$ cat src/rtl/pdiv_pkg.sv
package pdiv_pkg;
    localparam int unsigned PDIV_CODE_W_DEF = 2;
    localparam int unsigned PDIV_SYNC_DEF   = 2;

    typedef enum logic [1:0] {
        PDIV_BY1 = 2'b00,
        PDIV_BY2 = 2'b01,
        PDIV_BY4 = 2'b10,
        PDIV_BY8 = 2'b11
    } pdiv_code_e;
endpackage

$ cat src/rtl/pdiv_oe_sync.sv
module pdiv_oe_sync #(
    parameter int unsigned STAGES = 2
) (
    input  logic clk_i,
    input  logic rst_ni,
    input  logic req_i,
    output logic req_s_o
);
    typedef struct packed {
        logic [STAGES-1:0] sh;
    } sync_st_t;

    sync_st_t st_d, st_q;

    generate
        if (STAGES == 1) begin : g_one
            always_comb begin
                st_d    = st_q;
                st_d.sh = req_i;
            end
        end else begin : g_many
            always_comb begin
                st_d    = st_q;
                st_d.sh = {st_q.sh[STAGES-2:0], req_i};
            end
        end
    endgenerate

    always_ff @(posedge clk_i or negedge rst_ni) begin
        if (!rst_ni) st_q <= '0;
        else         st_q <= st_d;
    end

    assign req_s_o = st_q.sh[STAGES-1];
endmodule

$ cat src/rtl/pdiv_ratio_ctrl.sv
module pdiv_ratio_ctrl #(
    parameter int unsigned CODE_W = 2
) (
    input  logic              clk_i,
    input  logic              rst_ni,
    input  logic [CODE_W-1:0] code_i,
    input  logic              oe_s_i,
    output logic [CODE_W-1:0] sel_o,
    output logic              div_o
);
    localparam int unsigned CNT_W = (1 << CODE_W) - 1;
    localparam int unsigned HR_W  = CNT_W + 1;

    typedef struct packed {
        logic [CNT_W-1:0]  cnt;
        logic [CODE_W-1:0] sel;
        logic              gate;
        logic              div;
        logic [HR_W-1:0]   hi_run;
    } ctrl_st_t;

    ctrl_st_t st_d, st_q;

    function automatic logic [CNT_W-1:0] low_mask(input logic [CODE_W-1:0] s);
        logic [CNT_W-1:0] m;
        m = '0;
        for (int i = 0; i < int'(CNT_W); i++)
            if (i < int'(s)) m[i] = 1'b1;
        return m;
    endfunction

    function automatic logic tap(input logic [CNT_W-1:0] c, input logic [CODE_W-1:0] s);
        logic t;
        t = 1'b0;
        for (int i = 0; i < int'(CNT_W); i++)
            if (int'(s) == i + 1) t = c[i];
        return t;
    endfunction

    function automatic logic [HR_W-1:0] half_of(input logic [CODE_W-1:0] s);
        logic [HR_W-1:0] h;
        h = '0;
        for (int i = 1; i <= int'(CNT_W); i++)
            if (int'(s) == i) h = HR_W'(1) << (i - 1);
        return h;
    endfunction

    logic [CNT_W-1:0] mask_q;
    logic             period_end;
    logic             take;
    logic             raw_d;

    always_comb begin
        mask_q     = low_mask(st_q.sel);
        period_end = ((st_q.cnt & mask_q) == mask_q);
        take       = (code_i != st_q.sel) && (period_end || !st_q.gate);
        st_d       = st_q;
        if (take) begin
            st_d.sel = code_i;
            st_d.cnt = '0;
        end else if (period_end) begin
            st_d.cnt = '0;
        end else begin
            st_d.cnt = st_q.cnt + CNT_W'(1);
        end
        raw_d       = tap(st_d.cnt, st_d.sel);
        st_d.gate   = raw_d ? st_q.gate : oe_s_i;
        st_d.div    = raw_d & st_d.gate;
        st_d.hi_run = st_d.div ? st_q.hi_run + HR_W'(1) : '0;
    end

    always_ff @(posedge clk_i or negedge rst_ni) begin
        if (!rst_ni) st_q <= '0;
        else         st_q <= st_d;
    end

    assign sel_o = st_q.sel;
    assign div_o = st_q.div;

    logic [HR_W-1:0] half_now;
    assign half_now = half_of(st_q.sel);


    hi_len_chk: assert property (@(posedge clk_i) disable iff (!rst_ni)
        $fell(st_q.div) |-> ($past(st_q.hi_run) == $past(half_now)))
        else $error("high phase length differs from half the ratio");


    sel_change_chk: assert property (@(posedge clk_i) disable iff (!rst_ni)
        (st_q.sel != $past(st_q.sel)) |-> (st_q.cnt == '0 && !st_q.div))
        else $error("ratio changed away from a period start");


    idle_apply_chk: assert property (@(posedge clk_i) disable iff (!rst_ni)
        (!st_q.gate && code_i != st_q.sel) |=> (st_q.sel == $past(code_i)))
        else $error("parked ratio change not applied");


    park_chk: assert property (@(posedge clk_i) disable iff (!rst_ni)
        (!oe_s_i && !st_q.gate) |=> !st_q.div)
        else $error("divided output left park while disabled");
endmodule

$ cat src/rtl/pdiv_out_gate.sv
module pdiv_out_gate #(
    parameter int unsigned CODE_W = 2
) (
    input  logic              clk_i,
    input  logic              rst_ni,
    input  logic [CODE_W-1:0] sel_i,
    input  logic              oe_s_i,
    input  logic              div_i,
    output logic              out_t_o,
    output logic              out_n_o
);
    typedef struct packed {
        logic is1;
        logic g1;
    } gate_st_t;

    gate_st_t st_d, st_q;
    logic     bypass;

    always_comb begin
        bypass = (sel_i == '0);
        st_d     = st_q;
        st_d.is1 = bypass;
        st_d.g1  = oe_s_i;
    end

    always_ff @(negedge clk_i or negedge rst_ni) begin
        if (!rst_ni) begin
            st_q.is1 <= 1'b1;
            st_q.g1  <= 1'b0;
        end else begin
            st_q <= st_d;
        end
    end

    assign out_t_o = st_q.is1 ? (clk_i & st_q.g1) : div_i;
    assign out_n_o = ~out_t_o;


    mux_switch_low_chk: assert property (@(negedge clk_i) disable iff (!rst_ni)
        (bypass != st_q.is1) |-> !div_i)
        else $error("path switch while divided path high");
endmodule

$ cat src/rtl/clk_post_divider.sv
module clk_post_divider
    import pdiv_pkg::*;
#(
    parameter int unsigned CODE_W      = PDIV_CODE_W_DEF,
    parameter int unsigned SYNC_STAGES = PDIV_SYNC_DEF
) (
    input  logic              clk_i,
    input  logic              rst_ni,
    input  logic [CODE_W-1:0] ratio_sel_i,
    input  logic              out_en_i,
    output logic              fout_o,
    output logic              fout_n_o
);
    logic              oe_s;
    logic [CODE_W-1:0] sel;
    logic              div;

    pdiv_oe_sync #(.STAGES(SYNC_STAGES)) u_sync (
        .clk_i   (clk_i),
        .rst_ni  (rst_ni),
        .req_i   (out_en_i),
        .req_s_o (oe_s)
    );

    pdiv_ratio_ctrl #(.CODE_W(CODE_W)) u_ctrl (
        .clk_i  (clk_i),
        .rst_ni (rst_ni),
        .code_i (ratio_sel_i),
        .oe_s_i (oe_s),
        .sel_o  (sel),
        .div_o  (div)
    );

    pdiv_out_gate #(.CODE_W(CODE_W)) u_gate (
        .clk_i   (clk_i),
        .rst_ni  (rst_ni),
        .sel_i   (sel),
        .oe_s_i  (oe_s),
        .div_i   (div),
        .out_t_o (fout_o),
        .out_n_o (fout_n_o)
    );


    always_ff @(posedge clk_i) begin
        if (!rst_ni) begin
            reset_park_chk: assert (!fout_o && fout_n_o)
                else $error("output not parked during reset");
        end
    end
endmodule

$ cat config.mk
export PLATFORM = sky130hd
export DESIGN_NAME = clk_post_divider
export DESIGN_NICKNAME = d
export VERILOG_FILES = /design/src/rtl/pdiv_pkg.sv /design/src/rtl/pdiv_oe_sync.sv /design/src/rtl/pdiv_ratio_ctrl.sv /design/src/rtl/pdiv_out_gate.sv /design/src/rtl/clk_post_divider.sv
export SDC_FILE = /design/constraint.sdc
export NUM_CORES = 1
export LEC_CHECK = 0
export BUFFER_PORTS_ARGS = -buffer_cell sky130_fd_sc_hd__buf_2
export CAP_MARGIN = 20
export CELL_PAD_IN_SITES_DETAIL_PLACEMENT = 1
export CELL_PAD_IN_SITES_GLOBAL_PLACEMENT = 1
export CORE_MARGIN = 2
export CORE_UTILIZATION = 37
export DETAILED_ROUTE_END_ITERATION = 10
export PLACE_DENSITY = 0.72
export REMOVE_ABC_BUFFERS = 1
export SLEW_MARGIN = 20
export SYNTH_ARGS = -nofsm -noshare
export SYNTH_HDL_FRONTEND = slang
export SYNTH_SLANG_ARGS = --single-unit
$ cat constraint.sdc
create_clock -name clk_i -period 1.7 [get_ports clk_i]
set_input_delay 0.255 -clock clk_i [delete_from_list [all_inputs] [get_ports clk_i]]
set_output_delay 0.255 -clock clk_i [all_outputs]
set_load 0.02 [all_outputs]
Word-level counts from Yosys, hierarchy flattened
Cells that the tools add are included.
- register bits: 11
- input bits: 5
- $lt $le $gt $ge: 3
- equality and inequality tests: 5
- $add $sub $neg: 1
- reduce and logical (&&, ||, !) cells: 4
- muxes and demuxes: 11
- bitwise logic cells: 4
- operators with widths (operator ; count):
    1-bit two-way mux ; 8
    3-bit two-way mux ; 2
    2-bit equality test (second input constant) ; 2
    1-bit by 2-bit < comparator with 1-bit output (first input constant) ; 2
    3-bit by 1-bit adder with 3-bit output (second input constant) ; 1
    3-bit AND ; 1
    3-bit equality test ; 1
    1-bit AND ; 2
    2-bit by 1-bit equality test with 1-bit output (second input constant) ; 1
    2-bit zero test ; 1
    2-bit < comparator (first input constant) ; 1
    2-bit two-way mux ; 1
    2-bit inequality test ; 1
    1-bit logical AND ; 1
    1-bit zero test ; 1
    1-bit logical OR ; 1
    1-bit inverter ; 1

Depth between registers and ports, before layout
Gate-level depths: netlist of the first run.
- depth in word-level cells: 13
- gate-level depth with buffers: 6

Hierarchy
Synthesis of the first run repeated with hierarchy kept, for this count alone.
- cells, all modules: 65
- area total of the unflattened synthesis: 621.8 µm²
- modules (own cells, without submodules) (module ; times used ; cells each ; area an instance (µm²)):
    pdiv_ratio_ctrl ; 1 ; 55 ; 491.7
    pdiv_out_gate ; 1 ; 8 ; 80.1
    pdiv_oe_sync ; 1 ; 2 ; 50.0

==> results of run 1 <==
## cell usage in the layout, fill, tap and decap left out, types with 2 or more instances in the layout
cell type | Yosys | layout
buf_6 | 2 | 2
clkbuf_4 | 0 | 10
dfrtp_1 | 9 | 9
buf_2 | 0 | 4
o21a_1 | 2 | 2
inv_1 | 9 | 9
nand2_1 | 4 | 3
nor3_1 | 3 | 3
nor2_1 | 2 | 2
buf_4 | 0 | 5
dlygate4sd3_1 | 0 | 2
a21oi_1 | 5 | 5
## layout make-up
type,count,area [um^2],share of cell area [%]
clock buffer,13,105,13.5
timing repair buffer,10,70.1,8.97
inverter,7,26.3,3.37
multi-input combinational,35,272,34.8
clock inverter,3,11.3,1.44
sequential,11,277,35.4
tap,16,20.0,2.56
## logic make-up (layout without fill, tap and decap cells)
logic type                 count (synthesis)  after routing  share of synthesized area, %
DFF                                       11             11                          47.3
AOI/OAI and AO/OA                         16             16                          20.6
muxes                                      1              1                          1.93
adders and majority gates                  1              1                          2.14
and+or+nand+nor                           14             14                          12.6
buffers and inverters                     11             33                          9.64
xor gates and xnor gates                   3              3                          5.78
## worst paths after layout
kind	startpoint	end
max reg2reg	u_ctrl.sel_o[1]	u_ctrl.st_q[5]
max in group asynchronous	rst_ni	u_gate.st_q[1]
min in group asynchronous	rst_ni	u_ctrl.st_q[9]
min	ratio_sel_i[0]	u_ctrl.sel_o[0]
max	u_gate.st_q[1]	fout_o
min reg2reg	u_sync.st_q[0]	u_sync.st_q[1]
## routing by layer
metal	vias up	part of all wire (%)	wire, um
met2	17	54	871
met4	0	1.9	30
met1	241	38	607
met3	5	5.6	90
li1	238	-	-
met5	-	0	0
## power by group through the flow
stage | clock network (mW) | registers [mW] | logic (mW)
detailed placement | 0.0777 | 0.455 | 0.533
CTS | 0.556 | 0.457 | 0.563
finish | 0.529 | 0.463 | 0.583
global placement | 0.0777 | 0.450 | 0.511
global route | 0.576 | 0.474 | 0.647
floorplan | 0.0589 | 0.441 | 0.360
## timing repair
item                       in CTS  in global routing
hold endpoints to repair       10                  0
pin swaps                       1                  0
setup endpoints to repair       4                  5
resized for setup               6                  3
setup buffers                   0                  1
hold buffers                    2                  0
## sequential cells by signal, summed over array words and instances (netlist names)
signal / cells
u_ctrl.sel_o: 2
u_gate.st_q: 2
u_ctrl.div_o: 1
u_sync.st_q: 2
u_ctrl.st_q: 4
## worst max-delay path, stage by stage (launching register included)
cell and delay [ns]:
dfstp_2 0.53, nand3_2 0.06, o21a_1 0.11, buf_4 0.13, inv_2 0.04, buf_6 0.10
==> run_results.csv, run 1 <==
group,metric,value,unit
outcome,status,"finished, violations left",
outcome,violations,"setup timing",
grt,grtUsageMet3,14.6,%
power_and_ir_drop,p_comb_share,37.0,%
cells_and_area,finalNetCount,86,
power_and_ir_drop,power_density,2020,mW/mm^2
power_and_ir_drop,seqPwrFrac,29.4,%
routing,vias_per_cell,5.27,
min_path,hold_depth,2,
grt,antenna_found_initial,0,
grt,top_usage_layer,"met2",
yosys,ys_ff_latch,11,
routing,drc,0,
timing,rsz0062_at_grt,"yes",
yosys,async_flop_share,100,%
yosys,synth_top_area_share,38.5,%
cts,cts_tree,"yes",
routing,vias,501,
cells_and_area,fin_util,52.4,%
timing,slew_headroom,75.0,%
cells_and_area,diodes,0,
routing,first_pass_iters,3,
yosys,synth_ff_type,"dfrtp_1",
power_and_ir_drop,p_clk_share,33.5,%
grt,grt_pass1_wl,2.50,mm
timing,tns,-1.64,ns
cells_and_area,instances_no_fill,95,
yosys,syn_inst,57,
floorplanning,die_h,43.7,um
place,dp.cells,80,
worst_setup_path,critPathLaunchType,"register",
place,port_buffers,6,
yosys,synth_area,584,um^2
floorplanning,initial_core_util,39.2,%
grt,gr-usage-met2,31.5,%
power_and_ir_drop,p_sw,0.623,mW
worst_setup_path,critPathCaptureType,"output pin",
routing,totalWireLength,1.60,mm
timing,setup_slack,-0.833,ns
cts,clk_pin_slew_worst_paths,0.06,ns
place,pre_cts_ws,-0.268,ns
yosys,synth_common_cells,"dfrtp_1, inv_1, a21oi_1",
worst_setup_path,rr_worst_depth,5,
floorplanning,core-area,0.00149,mm^2
routing,drtIter0Drc,10,
floorplanning,die_area,0.00191,mm^2
worst_setup_path,arrival,2.28,ns
yosys,synth_warnings,0,
power_and_ir_drop,p_leak,0.379,nW
worst_setup_path,crit_required,1.44,ns
worst_setup_path,path_max_fanout,2,
timing,hold_violations,0,
place,placed_cell_area,634,um^2
flow_run,drv_cap,0,
timing,final_max_slew_viol_count,0,
min_path,worstHoldPathType,"in -> reg",
grt,first_global_vias,625,
yosys,ys_seq_area_share,47.3,%
grt,track_usage,21.5,%
worst_setup_path,critPathKind,"reg -> out",
timing,timing.hold.ws,0.206,ns
power_and_ir_drop,ir_drop,0.00116,V
yosys,synth_edf_count,0,
yosys,avgSynthCellArea,10.3,um^2
yosys,yosys-top-cells-area,"dfrtp_1, inv_1, dfstp_2",
power_and_ir_drop,internal_power,0.953,mW
yosys,synth.distinct_cells,29,
power_and_ir_drop,swShare,39.5,%
grt,grt_max_degree,12,
cells_and_area,fillers,161,
routing,wire_per_inst,16.8,um
cells_and_area,postLayoutCellArea,781,um^2
timing,skew,0.0735,ns
worst_setup_path,r2r_slack,0.03,ns
yosys,yosysTopAreaCell,"dfrtp_1",
cells_and_area,syn_to_final_growth,33.6,%
timing,tightest_slew,0.373,ns
floorplanning,io_pins,7,
timing,finalSetupViolations,4,
grt,gr-total-overflow,0,
place,globalplace.congestion,0.784,
routing,ant_nets,0,
grt,grt_util_met1,17.2,%
cts,clk_latency,0.45,ns
floorplanning,rows,14,
floorplanning,die_w,43.7,um
cells_and_area,drive_gt1_share,40.5,%
power_and_ir_drop,p_total,1.58,mW
No activity file was read; power rests on OpenSTA's default activity.
==> inputs of run 2 (changes only) <==
CORE_MARGIN = unset   (was 2)
SKIP_CTS_REPAIR_TIMING = 1   (was unset)
==> run 2 against run 1 <==
  * The flow still finishes with violations (setup timing)
  * Critical path depth stayed put
  * Final area is 1.9% higher
  * Die area is 8.9% lower
  * Sequential power is 2% higher
  * Total power is 2.3% higher
  * Sequential share of layout area is 0.51 points lower
  * Via count is 5.0% higher
  * First-iteration DRC count is 90% higher
  * Register-to-register slack worse by 0.02 ns
  * Worst setup slack worse by 0.057 ns
  * Critical path type unchanged
  * Critical endpoint unchanged
  * Largest cell class is now multi-input combinational cells
  * Largest power group unchanged
==> run_results.csv, run 2 (synthesis results as in run 1) <==
group,metric,value,unit
floorplanning,die_area,0.00174,mm^2
routing,first_pass_iters,5,
routing,drc,0,
worst_setup_path,critPathLaunchType,"register",
worst_setup_path,critPathCaptureType,"output pin",
floorplanning,rows,13,
cells_and_area,syn_to_final_growth,36.2,%
timing,setup_slack,-0.890,ns
grt,first_global_vias,610,
power_and_ir_drop,p_leak,0.377,nW
power_and_ir_drop,ir_drop,0.00122,V
cells_and_area,largest_reg_flops,4,
timing,hold_violations,0,
grt,antenna_found_initial,0,
worst_setup_path,path_max_fanout,2,
timing,tightest_slew,0.355,ns
timing,slew_headroom,76.2,%
cts,cts_tree,"yes",
grt,track_usage,21.3,%
routing,vias,526,
cells_and_area,finalNetCount,87,
timing,finalSetupViolations,4,
timing,rsz0062_at_grt,"yes",
place,pre_cts_ws,-0.273,ns
routing,totalWireLength,1.48,mm
outcome,violations,"setup timing",
cells_and_area,final_cell_mix,"clkbuf_4, inv_1, dfrtp_1",
routing,vias_per_cell,5.54,
worst_setup_path,arrival,2.34,ns
power_and_ir_drop,power_density,2030,mW/mm^2
place,dpl.hpwl,954,um
min_path,worstHoldPathType,"in -> reg",
power_and_ir_drop,p_total,1.61,mW
floorplanning,die_h,41.7,um
cells_and_area,drive_gt1_share,43.8,%
routing,drtIter0Drc,19,
grt,grt_max_degree,12,
flow_run,drv_cap,0,
cells_and_area,fillers,159,
grt,gr-total-overflow,0,
cells_and_area,mostFrequentLayoutCell,"clkbuf_4",
worst_setup_path,r2r_slack,0.01,ns
worst_setup_path,critPathKind,"reg -> out",
routing,ant_nets,0,
cells_and_area,top_register,"u_ctrl.st_q",
timing,timing.hold.ws,0.191,ns
timing,skew,0.0876,ns
cells_and_area,diodes,0,
grt,grt_pass1_wl,2.47,mm
place,port_buffers,6,
outcome,status,"finished, violations left",
floorplanning,die_w,41.7,um
routing,wire_per_inst,15.6,um
floorplanning,initial_core_util,42.3,%
timing,final_max_slew_viol_count,0,
cts,clk_pin_slew_worst_paths,0.06,ns
floorplanning,io_pins,7,
floorplanning,core-area,0.00138,mm^2
worst_setup_path,crit_required,1.44,ns
cts,clk_latency,0.47,ns
place,globalplace.congestion,0.806,
cells_and_area,fin_util,57.6,%
run 2: worst max-delay path: stages (launching register included):
cell and delay [ns]:
dfstp_2 0.54, nand3_2 0.07, o21a_1 0.12, buf_4 0.13, inv_2 0.04, buf_6 0.10
run 2: layout make-up:
class	instances	area (um^2)	area share [%]
flip-flops and latches	11	278	34.9
well taps	15	18.8	2.36
clock inverters	2	7.51	0.943
multi-input cells	35	279	35.1
repair buffers	11	77.6	9.75
inverters	7	26.3	3.30
clock buffers	14	109	13.7
run 2: per-stage QoR:
stage	setup TNS, ns	instance area (um^2)	cells
floorplan	-0.481	562	55
global placement	-0.495	641	80
detailed placement	-0.530	641	80
CTS	-2.25	749	95
global route	-1.97	796	95
finish	-1.75	796	95
run 2: per-layer routing:
layer  vias to the layer above  part of all wire [%]  global-route usage [%]
met5                         -                     0                       0
met4                         0                   2.1                    22.6
met3                         4                   5.3                    13.9
met2                        21                    50                    28.1
met1                       261                    42                    21.2
li1                        240                     -                       -
run 2: final timing paths:
kind	start	endpoint	cells after the start
max	u_gate.st_q[1]	fout_o	5
min	ratio_sel_i[0]	u_ctrl.sel_o[0]	2
max reg2reg	u_ctrl.st_q[8]	u_ctrl.st_q[5]	6
min reg2reg	u_sync.st_q[0]	u_sync.st_q[1]	0
max in group asynchronous	rst_ni	u_gate.st_q[1]	2
min in group asynchronous	rst_ni	u_ctrl.st_q[8]	2
run 2: power by group:
group	switching (mW)	internal (mW)
clock	0.210	0.333
sequential	0.114	0.356
combinational	0.297	0.301
==> inputs of run 3 (changes only) <==
CELL_PAD_IN_SITES_DETAIL_PLACEMENT = unset   (was 1)
CELL_PAD_IN_SITES_GLOBAL_PLACEMENT = unset   (was 1)
CORE_UTILIZATION = 45   (was 37)
PLACE_DENSITY = 0.67   (was 0.72)
clock period = 2.98 ns   (was 1.7 ns; I/O delays follow)
==> run 3 against run 2 <==
  * The flow now stops in global routing
  * Area after synthesis stayed put
  * Synthesized cell count stayed put
==> run_results.csv, run 3 <==
group,metric,value,unit
outcome,status,"stopped before the end",
outcome,stop_stage,"global routing",
outcome,toolErrorMsg,"[ERROR GRT-0232] Routing congestion too high. Check the congestion heatmap in the GUI.",
yosys,async_flop_share,100,%
floorplanning,io_pins,7,
floorplanning,initial_core_util,50.5,%
timing,crit_endpoint,"fout_o",
yosys,syn_inst,57,
yosys,synth_top_area_share,38.5,%
floorplanning,die_h,38.0,um
yosys,ys_seq_area_share,47.3,%
grt,gr-total-overflow,65526,
yosys,synth_area,584,um^2
place,dpl.hpwl,729,um
place,globalplace.congestion,0.872,
yosys,avgSynthCellArea,10.3,um^2
place,port_buffers,6,
grt,grt_max_degree,12,
yosys,synth_edf_count,0,
yosys,synth_warnings,0,
yosys,ys_ff_latch,11,
place,pre_cts_ws,0.180,ns
yosys,synth.distinct_cells,29,
yosys,synth_ff_type,"dfrtp_1",
grt,track_usage,8140,%
yosys,yosysTopAreaCell,"dfrtp_1",
floorplanning,die_w,38.0,um
floorplanning,rows,12,
yosys,synth_common_cells,"dfrtp_1, inv_1, a21oi_1",
timing,endpoint_type,"primary output",
yosys,yosys-top-cells-area,"dfrtp_1, inv_1, dfstp_2",
==> run 3: cell counts after synthesis <==
No cell type changed its count.
==> run 3: logic make-up after synthesis <==
kind of cell / Yosys count / synth area share, %
xor gates and xnor gates: 3 / 5.78
adders and majority gates: 1 / 2.14
and+or+nand+nor: 14 / 12.6
buffers and inverters: 11 / 9.64
muxes: 1 / 1.93
DFF: 11 / 47.3
AOI/OAI and AO/OA: 16 / 20.6
==> run 3: metrics by stage <==
step / cell area [um^2] / TNS (ns) / std cells / utilization (%)
after floorplan: 562 / 0 / 55 / -
after global placement: 609 / 0 / 75 / 52.7
after detailed placement: 609 / 0 / 75 / 52.7
after CTS: 719 / -1.25 / 90 / 62.2
==> run 3: routing by layer <==
metal,GRT usage (%),GRT overflow
met5,5.00,0
met3,38100,65526
met4,28.6,0
met1,26.1,0
met2,33.9,0
==> inputs of run 4 (changes only) <==
CORE_AREA = 2 2 63 65   (was unset)
CORE_UTILIZATION = unset   (was 45)
DIE_AREA = 0 0 65 67   (was unset)
PLACE_DENSITY = unset   (was 0.67)
PLACE_DENSITY_LB_ADDON = 0.15   (was unset)
==> run 4 against run 3 <==
  * The run again fails in global routing
  * Area after synthesis unchanged
  * Synthesized cell count unchanged
==> run_results.csv, run 4 <==
group,metric,value,unit
grt,track_usage,2350,%
yosys,synth_area,584,um^2
place,globalplace.congestion,0.741,
yosys,yosysTopAreaCell,"dfrtp_1",
floorplanning,rows,22,
outcome,toolErrorMsg,"[ERROR GRT-0232] Routing congestion too high. Check the congestion heatmap in the GUI.",
floorplanning,io_pins,7,
place,dpl.hpwl,832,um
yosys,ys_ff_latch,11,
floorplanning,die_h,67,um
floorplanning,initial_core_util,16.2,%
yosys,synth_warnings,0,
place,placed_cell_area,652,um^2
yosys,ys_seq_area_share,47.3,%
yosys,synth_edf_count,0,
grt,gr-total-overflow,65528,
outcome,status,"stopped before the end",
outcome,stop_stage,"global routing",
floorplanning,die_w,65,um
yosys,yosys-top-cells-area,"dfrtp_1, inv_1, dfstp_2",
yosys,async_flop_share,100,%
yosys,synth_top_area_share,38.5,%
place,dp.cells,109,
yosys,synth_common_cells,"dfrtp_1, inv_1, a21oi_1",
grt,grt_max_degree,12,
yosys,syn_inst,57,
place,pre_cts_ws,0.180,ns
place,port_buffers,6,
yosys,avgSynthCellArea,10.3,um^2
yosys,synth.distinct_cells,29,
yosys,synth_ff_type,"dfrtp_1",
==> run 4: cell counts after synthesis <==
Identical to the previous run, type by type.
==> run 4: cell families after synthesis <==
family | count (synthesis) | synth area share, %
AO/OA/AOI/OAI | 16 | 20.6
AND/OR/NAND/NOR | 14 | 12.6
buffers and inverters | 11 | 9.64
flip-flops | 11 | 47.3
XOR/XNOR | 3 | 5.78
multiplexers | 1 | 1.93
adder cells (fa/ha/maj) | 1 | 2.14
==> run 4: routing by layer <==
metal | GRT usage [%] | GRT overflow
met2 | 10.2 | 0
met3 | 11100 | 65528
met5 | 0 | 0
met1 | 6.75 | 0
met4 | 10.4 | 0
==> run 4: metrics by stage <==
| stage | TNS (ns) | utilization, % |
|---|---|---|
| after CTS | -1.21 | 23.5 |
| after global placement | 0 | 18.1 |
| after detailed placement | 0 | 18.1 |
| after floorplan | 0 | - |
